**src/rtl/tick_timer_pkg.sv**
```systemverilog
package tick_timer_pkg;

  typedef enum logic [1:0] {
    TM_OFF     = 2'b00,
    TM_RESTART = 2'b01,
    TM_ONESHOT = 2'b10,
    TM_FREE    = 2'b11
  } tmode_e;

  localparam logic SEL_CTRL  = 1'b0;
  localparam logic SEL_COUNT = 1'b1;

endpackage

```
**src/rtl/tt_ctrl_reg.sv**
```systemverilog
module tt_ctrl_reg
  import tick_timer_pkg::*;
#(
  parameter int DW = 32
) (
  input  logic                 clk,
  input  logic                 rst,
  input  logic                 wr_en,
  input  logic [DW-1:0]        wdata,
  input  logic                 match_i,
  output tmode_e               mode_o,
  output logic                 ie_o,
  output logic                 pend_o,
  output logic [DW-5:0]        period_o,
  output logic                 ie_nxt_o,
  output logic                 pend_nxt_o,
  output logic                 mode_chg_o,
  output logic                 run_req_o
);
  localparam int PW       = DW - 4;
  localparam int IE_POS   = DW - 3;
  localparam int PEND_POS = DW - 4;

  tmode_e          mode_q;
  logic            ie_q;
  logic            pend_q;
  logic [PW-1:0]   period_q;
  tmode_e          new_mode;

  always_comb begin
    new_mode   = tmode_e'(wdata[DW-1:DW-2]);
    mode_chg_o = wr_en && (new_mode != mode_q);
    run_req_o  = (new_mode != TM_OFF);
    ie_nxt_o   = wr_en ? wdata[IE_POS] : ie_q;
    pend_nxt_o = ((wr_en && !wdata[PEND_POS]) ? 1'b0 : pend_q) | match_i;
  end

  always_ff @(posedge clk) begin
    if (rst) begin
      mode_q   <= TM_OFF;
      ie_q     <= 1'b0;
      pend_q   <= 1'b0;
      period_q <= '0;
    end else begin
      if (wr_en) begin
        mode_q   <= new_mode;
        period_q <= wdata[PW-1:0];
      end
      ie_q   <= ie_nxt_o;
      pend_q <= pend_nxt_o;
    end
  end

  assign mode_o   = mode_q;
  assign ie_o     = ie_q;
  assign pend_o   = pend_q;
  assign period_o = period_q;

  // a match always records pending
  p_match_sets_pend_r4: assert property (@(posedge clk) disable iff (rst)
    match_i |=> pend_q);

  // writing the pending bit as 1 keeps it
  p_pend_keep_r8: assert property (@(posedge clk) disable iff (rst)
    (wr_en && wdata[PEND_POS] && pend_q) |=> pend_q);

  // writing the pending bit as 0 clears it
  p_pend_clear_r8: assert property (@(posedge clk) disable iff (rst)
    (wr_en && !wdata[PEND_POS] && !match_i) |=> !pend_q);

  // software can never set pending
  p_pend_no_sw_set_r8: assert property (@(posedge clk) disable iff (rst)
    (!pend_q && !match_i) |=> !pend_q);

endmodule

```
**src/rtl/tt_counter.sv**
```systemverilog
module tt_counter
  import tick_timer_pkg::*;
#(
  parameter int DW = 32,
  parameter int PW = 28
) (
  input  logic            clk,
  input  logic            rst,
  input  logic            cnt_we,
  input  logic [DW-1:0]   wdata,
  input  tmode_e          mode_i,
  input  logic [PW-1:0]   period_i,
  input  logic            mode_chg_i,
  input  logic            run_req_i,
  output logic [DW-1:0]   cnt_o,
  output logic            run_o,
  output logic            match_o
);
  logic [DW-1:0] cnt_q;
  logic          run_q;
  logic          hit;

  always_comb begin
    hit     = (cnt_q[PW-1:0] == period_i);
    match_o = run_q && !cnt_we && hit;
  end

  always_ff @(posedge clk) begin
    if (rst) begin
      run_q <= 1'b0;
    end else if (mode_chg_i) begin
      run_q <= run_req_i;
    end else if (match_o && mode_i == TM_ONESHOT) begin
      run_q <= 1'b0;
    end
  end

  always_ff @(posedge clk) begin
    if (rst) begin
      cnt_q <= '0;
    end else if (cnt_we) begin
      cnt_q <= wdata;
    end else if (match_o && mode_i == TM_RESTART) begin
      cnt_q <= '0;
    end else if (match_o && mode_i == TM_ONESHOT) begin
      cnt_q <= cnt_q;
    end else if (run_q) begin
      cnt_q <= cnt_q + 1'b1;
    end
  end

  assign cnt_o = cnt_q;
  assign run_o = run_q;

  // stopped counter holds
  p_stop_hold_r3: assert property (@(posedge clk) disable iff (rst)
    (!run_q && !cnt_we) |=> $stable(cnt_q));

  // mode change to a running mode starts counting
  p_start_r3: assert property (@(posedge clk) disable iff (rst)
    (mode_chg_i && run_req_i) |=> run_q);

  // mode change to off stops counting
  p_stop_r3: assert property (@(posedge clk) disable iff (rst)
    (mode_chg_i && !run_req_i) |=> !run_q);

  // unchanged mode leaves running state alone
  p_same_mode_r3: assert property (@(posedge clk) disable iff (rst)
    (!mode_chg_i && !match_o) |=> $stable(run_q));

  // restart match returns count to zero
  p_restart_zero_r5: assert property (@(posedge clk) disable iff (rst)
    (match_o && mode_i == TM_RESTART) |=> (cnt_q == '0));

  // single-shot match stops and holds
  p_oneshot_stop_r6: assert property (@(posedge clk) disable iff (rst)
    (match_o && mode_i == TM_ONESHOT && !mode_chg_i) |=> (!run_q && $stable(cnt_q)));

  // running count steps by one, wrapping at the top
  p_free_step_r7: assert property (@(posedge clk) disable iff (rst)
    (run_q && !cnt_we && !(match_o && mode_i != TM_FREE)) |=> (cnt_q == $past(cnt_q) + 1'b1));

  // a counter write loads the data
  p_load_r9: assert property (@(posedge clk) disable iff (rst)
    cnt_we |=> (cnt_q == $past(wdata)));

endmodule

```
**src/rtl/tt_readback.sv**
```systemverilog
module tt_readback #(
  parameter int DW = 32
) (
  input  logic            clk,
  input  logic            rst,
  input  logic            re,
  input  logic            sel,
  input  logic [DW-1:0]   ctrl_word,
  input  logic [DW-1:0]   cnt,
  output logic [DW-1:0]   rdata,
  output logic            rvalid
);
  always_ff @(posedge clk) begin
    if (rst) begin
      rdata  <= '0;
      rvalid <= 1'b0;
    end else begin
      rvalid <= re;
      if (re) begin
        rdata <= sel ? cnt : ctrl_word;
      end
    end
  end

  // valid follows the strobe by one cycle
  p_rvalid_r10: assert property (@(posedge clk) disable iff (rst)
    re |=> rvalid);

  p_no_rvalid_r10: assert property (@(posedge clk) disable iff (rst)
    !re |=> !rvalid);

  // counter reads carry the strobe-cycle value
  p_count_read_r10: assert property (@(posedge clk) disable iff (rst)
    (re && sel) |=> (rdata == $past(cnt)));

endmodule

```
**src/rtl/tick_timer.sv**
```systemverilog
module tick_timer
  import tick_timer_pkg::*;
#(
  parameter int DW = 32
) (
  input  logic          clk,
  input  logic          rst,
  input  logic          sr_we,
  input  logic          sr_re,
  input  logic          sr_sel,
  input  logic [DW-1:0] sr_wdata,
  output logic [DW-1:0] sr_rdata,
  output logic          sr_rvalid,
  output logic          irq_o
);
  localparam int PW = DW - 4;

  logic          ctrl_we;
  logic          cnt_we;
  tmode_e        mode;
  logic          ie;
  logic          pend;
  logic [PW-1:0] period;
  logic          ie_nxt;
  logic          pend_nxt;
  logic          mode_chg;
  logic          run_req;
  logic [DW-1:0] cnt;
  logic          run;
  logic          match;
  logic [DW-1:0] ctrl_word;
  logic          irq_q;

  assign ctrl_we   = sr_we && (sr_sel == SEL_CTRL);
  assign cnt_we    = sr_we && (sr_sel == SEL_COUNT);
  assign ctrl_word = {mode, ie, pend, period};

  tt_ctrl_reg #(.DW(DW)) u_ctrl (
    .clk        (clk),
    .rst        (rst),
    .wr_en      (ctrl_we),
    .wdata      (sr_wdata),
    .match_i    (match),
    .mode_o     (mode),
    .ie_o       (ie),
    .pend_o     (pend),
    .period_o   (period),
    .ie_nxt_o   (ie_nxt),
    .pend_nxt_o (pend_nxt),
    .mode_chg_o (mode_chg),
    .run_req_o  (run_req)
  );

  tt_counter #(.DW(DW), .PW(PW)) u_cnt (
    .clk        (clk),
    .rst        (rst),
    .cnt_we     (cnt_we),
    .wdata      (sr_wdata),
    .mode_i     (mode),
    .period_i   (period),
    .mode_chg_i (mode_chg),
    .run_req_i  (run_req),
    .cnt_o      (cnt),
    .run_o      (run),
    .match_o    (match)
  );

  tt_readback #(.DW(DW)) u_rd (
    .clk       (clk),
    .rst       (rst),
    .re        (sr_re),
    .sel       (sr_sel),
    .ctrl_word (ctrl_word),
    .cnt       (cnt),
    .rdata     (sr_rdata),
    .rvalid    (sr_rvalid)
  );

  always_ff @(posedge clk) begin
    if (rst) irq_q <= 1'b0;
    else     irq_q <= ie_nxt && pend_nxt;
  end

  assign irq_o = irq_q;

  // the interrupt line tracks pending AND enable
  p_irq_level_r11: assert property (@(posedge clk) disable iff (rst)
    irq_o == (ie && pend));

  // the interrupt holds until a control write
  p_irq_hold_r11: assert property (@(posedge clk) disable iff (rst)
    (irq_o && !ctrl_we) |=> irq_o);

  // the counter is idle whenever the mode is off
  p_off_idle_r3: assert property (@(posedge clk) disable iff (rst)
    (mode == TM_OFF) |-> !run);

endmodule

```
**config.mk**
```make
export PLATFORM = sky130hd
export DESIGN_NAME = tick_timer
export DESIGN_NICKNAME = d
export VERILOG_FILES = /design/src/rtl/tick_timer_pkg.sv /design/src/rtl/tt_ctrl_reg.sv /design/src/rtl/tt_counter.sv /design/src/rtl/tt_readback.sv /design/src/rtl/tick_timer.sv
export SDC_FILE = /design/constraint.sdc
export NUM_CORES = 1
export LEC_CHECK = 0
export ABC_AREA = 1
export BUFFER_PORTS_ARGS = -buffer_cell sky130_fd_sc_hd__buf_2
export CELL_PAD_IN_SITES_DETAIL_PLACEMENT = 0
export CELL_PAD_IN_SITES_GLOBAL_PLACEMENT = 2
export CORE_MARGIN = 1
export CORE_UTILIZATION = 29
export CTS_CLUSTER_SIZE = 40
export DETAILED_ROUTE_END_ITERATION = 12
export GPL_TIMING_DRIVEN = 0
export PLACE_DENSITY = 0.84
export SYNTH_ARGS = -nofsm -noshare
export SYNTH_HDL_FRONTEND = slang
export SYNTH_SLANG_ARGS = --single-unit
export TNS_END_PERCENT = 5
```
**constraint.sdc**
```tcl
create_clock -name clk -period 1.5 [get_ports clk]
set_input_delay 0.225 -clock clk [delete_from_list [all_inputs] [get_ports clk]]
set_output_delay 0.225 -clock clk [all_outputs]
set_load 0.02 [all_outputs]
```
==> results of run 1 <==
-- worst paths after layout --
check / slack, ps / to / depth (start not counted) / startpoint
worst max-delay path: -320 / u_cnt.cnt_o[18] / 12 / u_cnt.cnt_o[25]
worst min register to register: 470 / u_rd.rdata[28] / 2 / u_ctrl.pend_o
worst min-delay path: 100 / u_ctrl.pend_o / 2 / rst
worst max register to register: -320 / u_cnt.cnt_o[18] / 12 / u_cnt.cnt_o[25]
-- per-layer routing --
metal / vias to the layer above / global-route usage
met4: 0 / 0.0703
met2: 136 / 0.368
met5: - / 0
met3: 22 / 0.0294
li1: 3251 / -
met1: 3002 / 0.312
-- stage by stage --
step	instance area [µm²]	TNS (ps)
6_report	8020	-9750
3_3_place_gp	6790	-36170
3_5_place_dp	6790	-35580
5_1_grt	8020	-13540
2_1_floorplan	6100	-887
4_1_cts	7740	-9090
-- cell type report --
type / instances / area (µm²)
Buffer: 47 / 337
Clock buffer: 12 / 236
Clock inverter: 4 / 75.1
Fill cell: 2230 / 12300
Inverter: 84 / 338
Multi-Input combinational cell: 719 / 3780
Sequential cell: 99 / 2110
Tap cell: 270 / 338
Timing Repair Buffer: 111 / 800
-- where the power goes --
group	total (W)	switching (W)	internal, W
combinational	0.00201	0.00121	0.000800
sequential	0.00310	0.000248	0.00285
clock	0.00258	0.00112	0.00147
-- flip-flops by register name, indices dropped and copies added, names as in the netlist --
signal           flops
u_cnt.cnt_o         32
u_rd.rdata          32
u_ctrl.period_o     28
u_ctrl.mode_o        2
irq_o                1
u_cnt.run_o          1
u_ctrl.ie_o          1
u_ctrl.pend_o        1
u_rd.rvalid          1
-- cell usage after synthesis --
cell,count
nand2_1,251
nor2_1,158
dfxtp_1,99
a21oi_1,92
o21ai_0,67
inv_1,58
nand2_2,33
xor2_1,28
clkbuf_1,26
nand3_1,25
inv_2,22
nand3_2,20
nor3_1,11
buf_2,10
nand4_1,8
nor2_2,8
buf_6,7
xnor2_1,5
clkinv_1,4
buf_12,3
buf_1,2
buf_4,2
nand2_4,2
a21boi_0,1
ha_1,1
nand2_8,1
nand3_4,1
nor2_4,1
nor3_2,1
nor3_4,1
nor4_1,1
o21ai_1,1
o41ai_1,1
xnor2_2,1
-- worst max-delay path, stage by stage (launching register included) --
cell and delay, ps:
dfxtp_2 320, buf_8 140, xnor2_4 190, nand2_1 70, nor2_1 100, nand2_1 100
nor2_4 130, nand3_4 130, nand2_8 200, clkbuf_16 190, nand2_2 40, nand2_1 50
nor2_1 40
-- cells by family after synthesis --
kind of cell / synth area share
simple gates: 0.383
compound gates: 0.135
buf+inv: 0.103
flops: 0.327
xor+xnor: 0.0503
fa+ha+maj: 0.00206
-- what timing repair did --
| item | CTS | global route |
|---|---|---|
| gates resized for setup | 123 | 59 |
| endpoints found under the hold margin | 0 | 0 |
| endpoints found under the setup margin | 69 | 44 |
| gates cloned | 3 | 2 |
| pin swaps | 31 | 28 |
| buffers inserted | 29 | 8 |
==> impl_metrics.tcl, run 1 <==
set metrics [dict create \
    clock_latency_ps 370 \
    hold-worst-slack_ps 102 \
    cp-end-kind "flop" \
    grt_pass1_vias 6199 \
    via_count 6411 \
    rsz0062_at_grt "yes" \
    worst_ep_arrival_time_ps 2080 \
    drt_iter0_markers 357 \
    io_buffers 69 \
    final_nets 1109 \
    drive_gt1_frac 0.324 \
    yosysSeqAreaShare 0.327 \
    core_um2 20400 \
    worstSetupPathType "flop to flop" \
    instances_no_fill 1346 \
    synth_area_um2 6070 \
    syn_inst 952 \
    yosysWarnings 0 \
    p_leak_nw 3.43 \
    drv_slew 0 \
    fmax_mhz 550 \
    drv_cap 0 \
    std_cell_rows 52 \
    cts_root_buffer "clkbuf_16" \
    post_drt_via_cell_ratio 4.76 \
    drt_wl_total_um 23800 \
    syn2layout_area_growth_pct 32.1 \
    hold_class "input pin to flop" \
    finalPower_w 0.00769 \
    max_slew.worst_pin.slew_ps 817 \
    syn_nets 990 \
    drc 0 \
    clock_path_buffers 2 \
    layout_commonest_cell "nand2_1" \
    cp.required_ps 1760 \
    slew_headroom 0.455 \
    period_minus_slack_ps 1820 \
    placed_cells 1291 \
    dp_hpwl_um 17500 \
    fp.dieH_um 147 \
    synth_top_area_frac 0.327 \
    finalClockSkew_ps 7.77 \
    ios 71 \
    mostFrequentLayoutCells "nand2_1 (219), nor2_1 (146), a21oi_1 (90)" \
    path_clk_slew_ps 70 \
    ir_drop_uv 586 \
    grt_max_degree 16 \
    synth-seq-cells 99 \
    fin_crit_sh 1.21 \
    worst_slack_ps -319 \
    finalSetupViolCount 36 \
    synth.top_cells.by_area "dfxtp_1 (33%), nand2_1 (16%), nor2_1 (9.8%)" \
    violations "negative setup slack" \
    start_util 0.298 \
    antenna_found_initial 0 \
    die_w_um 147 \
    synth.distinct_cells 34 \
    hold_viol_final 0 \
    startpoint_type "flop" \
    hold_buffers 0 \
    post-route-util 0.394 \
    drt_pre_antenna_iters 5 \
    cts_tree "built" \
    routabilityCongestion 0.907 \
    wl_met2_um 11100 \
    top_layer "met4" \
    wire_per_inst_um 17.7 \
    ant_nets 0 \
    cts_num_sinks 99 \
    numCtsBuffers 9 \
    die-area_um2 21500 \
    cp_max_fo 8 \
    yosysTopAreaCell "dfxtp_1" \
    n_antenna_cell 0 \
    grt-ovfl-total 0 \
    routed-wl-met3_um 824 \
    gr-usage-all-layers 0.227 \
    grt_pass1_wl_um 36700 \
    htree_levels 3 \
    pre_cts_ws_ps -656 \
    status "finished, violations left" \
    wl_met1_um 11500 \
    p_per_area_nw_per_um2 960 \
    synth.avg_cell_area_um2 6.37 \
]
Power figures use the tool's default switching activity.
==> run 2: changes to the inputs <==
--- a/config.mk
+++ b/config.mk
@@ -15,6 +15,7 @@
 export DETAILED_ROUTE_END_ITERATION = 12
 export GPL_TIMING_DRIVEN = 0
 export PLACE_DENSITY = 0.84
+export REMOVE_ABC_BUFFERS = 1
 export SYNTH_ARGS = -nofsm -noshare
 export SYNTH_HDL_FRONTEND = slang
 export SYNTH_SLANG_ARGS = --single-unit
==> run 2 against run 1 <==
The flow still finishes with violations (negative setup slack). Sequential cell count unchanged. Maximum frequency up 2.1%. Power down 2.8%. Non-clock buffer count down 47. Largest cell class unchanged.
==> impl_metrics.tcl, run 2 (same netlist as run 1, synthesis figures left out) <==
set metrics [dict create \
    dp_hpwl_um 13900 \
    clock_path_buffers 2 \
    startpoint_type "flop" \
    layout_commonest_cell "nand2_1" \
    cp_max_fo 8 \
    drive_gt1_frac 0.337 \
    grt_max_degree 76 \
    die_w_um 147 \
    post_drt_via_cell_ratio 4.77 \
    via_count 6232 \
    path_clk_slew_ps 70 \
    cts_num_sinks 99 \
    start_util 0.298 \
    n_fill_cell 2235 \
    n_antenna_cell 0 \
    drv_slew 0 \
    drt_wl_total_um 22600 \
    cts_tree "built" \
    worst_slack_ps -281 \
    hold_class "input pin to flop" \
    hold_viol_final 0 \
    finalClockSkew_ps 11.0 \
    gr-usage-all-layers 0.216 \
    rsz0062_at_grt "yes" \
    p_per_area_nw_per_um2 955 \
    core_um2 20400 \
    routabilityCongestion 0.837 \
    fin_crit_sh 1.19 \
    finalSetupViolCount 51 \
    clock_latency_ps 360 \
    antenna_found_initial 0 \
    regArea_um2 2110 \
    wire_per_inst_um 17.3 \
    std_cell_rows 52 \
    regToRegSetupSlack_ps -280 \
    syn2layout_area_growth_pct 29.1 \
    grt-ovfl-total 0 \
    ant_nets 0 \
    multi_input_area_um2 3940 \
    cp-end-kind "flop" \
    placed_area_um2 6540 \
    max_slew.worst_pin.slew_ps 1090 \
    drt_iter0_markers 411 \
    hold_buffers 0 \
    grt_pass1_vias 6051 \
    mostFrequentLayoutCells "nand2_1 (219), nor2_1 (135), a21oi_1 (91)" \
    worstSetupPathType "flop to flop" \
    placed_cells 1245 \
    htree_levels 3 \
    drc 0 \
    pre_cts_ws_ps -2140 \
    cp.required_ps 1750 \
    io_buffers 70 \
    worst_ep_arrival_time_ps 2030 \
    final_area_um2 7830 \
    post-route-util 0.384 \
    fp.dieH_um 147 \
    instances_no_fill 1307 \
    die-area_um2 21500 \
    period_minus_slack_ps 1780 \
    drv_cap 0 \
    final_nets 1071 \
    fmax_mhz 562 \
    numCtsBuffers 9 \
    ios 71 \
    drt_pre_antenna_iters 5 \
    violations "negative setup slack" \
    cts_root_buffer "clkbuf_16" \
    finalPower_w 0.00748 \
    grt_pass1_wl_um 35300 \
    slew_headroom 0.267 \
    ir_drop_uv 512 \
    p_leak_nw 3.30 \
    status "finished, violations left" \
]
==> run 2: changes by cell type in the layout (fill, tap and decap cells not counted), moves of 3 or more <==
cell	change
nor2_2	+10
nand2_8	+7
nor2_1	-11
buf_8	-4
inv_1	-3
buf_2	-8
clkbuf_1	-26
buf_6	-5
==> run 2: area by class of cell <==
cell class	count	area share
Inverter	84	0.0444
Timing Repair Buffer	111	0.101
Clock buffer	11	0.0323
Multi-Input combinational cell	726	0.503
Timing Repair inverter	2	0.00160
Tap cell	270	0.0431
Clock inverter	4	0.00623
Sequential cell	99	0.269
==> run 2: timing repair <==
item                       CTS  global route
pin swaps                   18            29
gates cloned                 9             0
setup endpoints to repair   99            51
setup buffers               23            15
resized for setup          117            78
==> run 2: worst paths after layout <==
path | from | to | cells past startpoint
worst min register to register | u_ctrl.pend_o | u_rd.rdata[28] | 2
worst min-delay path | rst | u_ctrl.pend_o | 2
worst max-delay path | u_cnt.cnt_o[12] | u_cnt.cnt_o[20] | 12
worst max register to register | u_cnt.cnt_o[12] | u_cnt.cnt_o[20] | 12
==> run 2: power breakdown <==
group,switching (W),internal (W),total [W]
combinational,0.00121,0.000711,0.00192
clock,0.00108,0.00138,0.00246
sequential,0.000253,0.00285,0.00310
total,0.00254,0.00494,0.00748
==> run 2: stage by stage <==
| stage | hold WS (ps) | TNS, ps |
|---|---|---|
| 5_1_grt | 137 | -14870 |
| 4_1_cts | 101 | -8550 |
| 6_report | 112 | -9560 |
| 3_5_place_dp | 453 | -124370 |
| 2_1_floorplan | 297 | -42120 |
| 3_3_place_gp | 455 | -211780 |
==> run 2: routing by layer <==
layer	wire, µm	GRT usage
met3	989	0.0241
met4	612	0.0839
met1	11000	0.304
met2	9910	0.336
met5	0	0
==> run 2: critical path, stage by stage (launching register included) <==
cell and delay, ps:
dfxtp_4 380, inv_4 60, nand2_1 70, nand2_2 60
nor2_1 130, nand3_2 150, nor2_4 210, nand3_4 110
buf_4 170, nand2_8 120, nor2_1 50, nor2_1 120
nor2_2 40
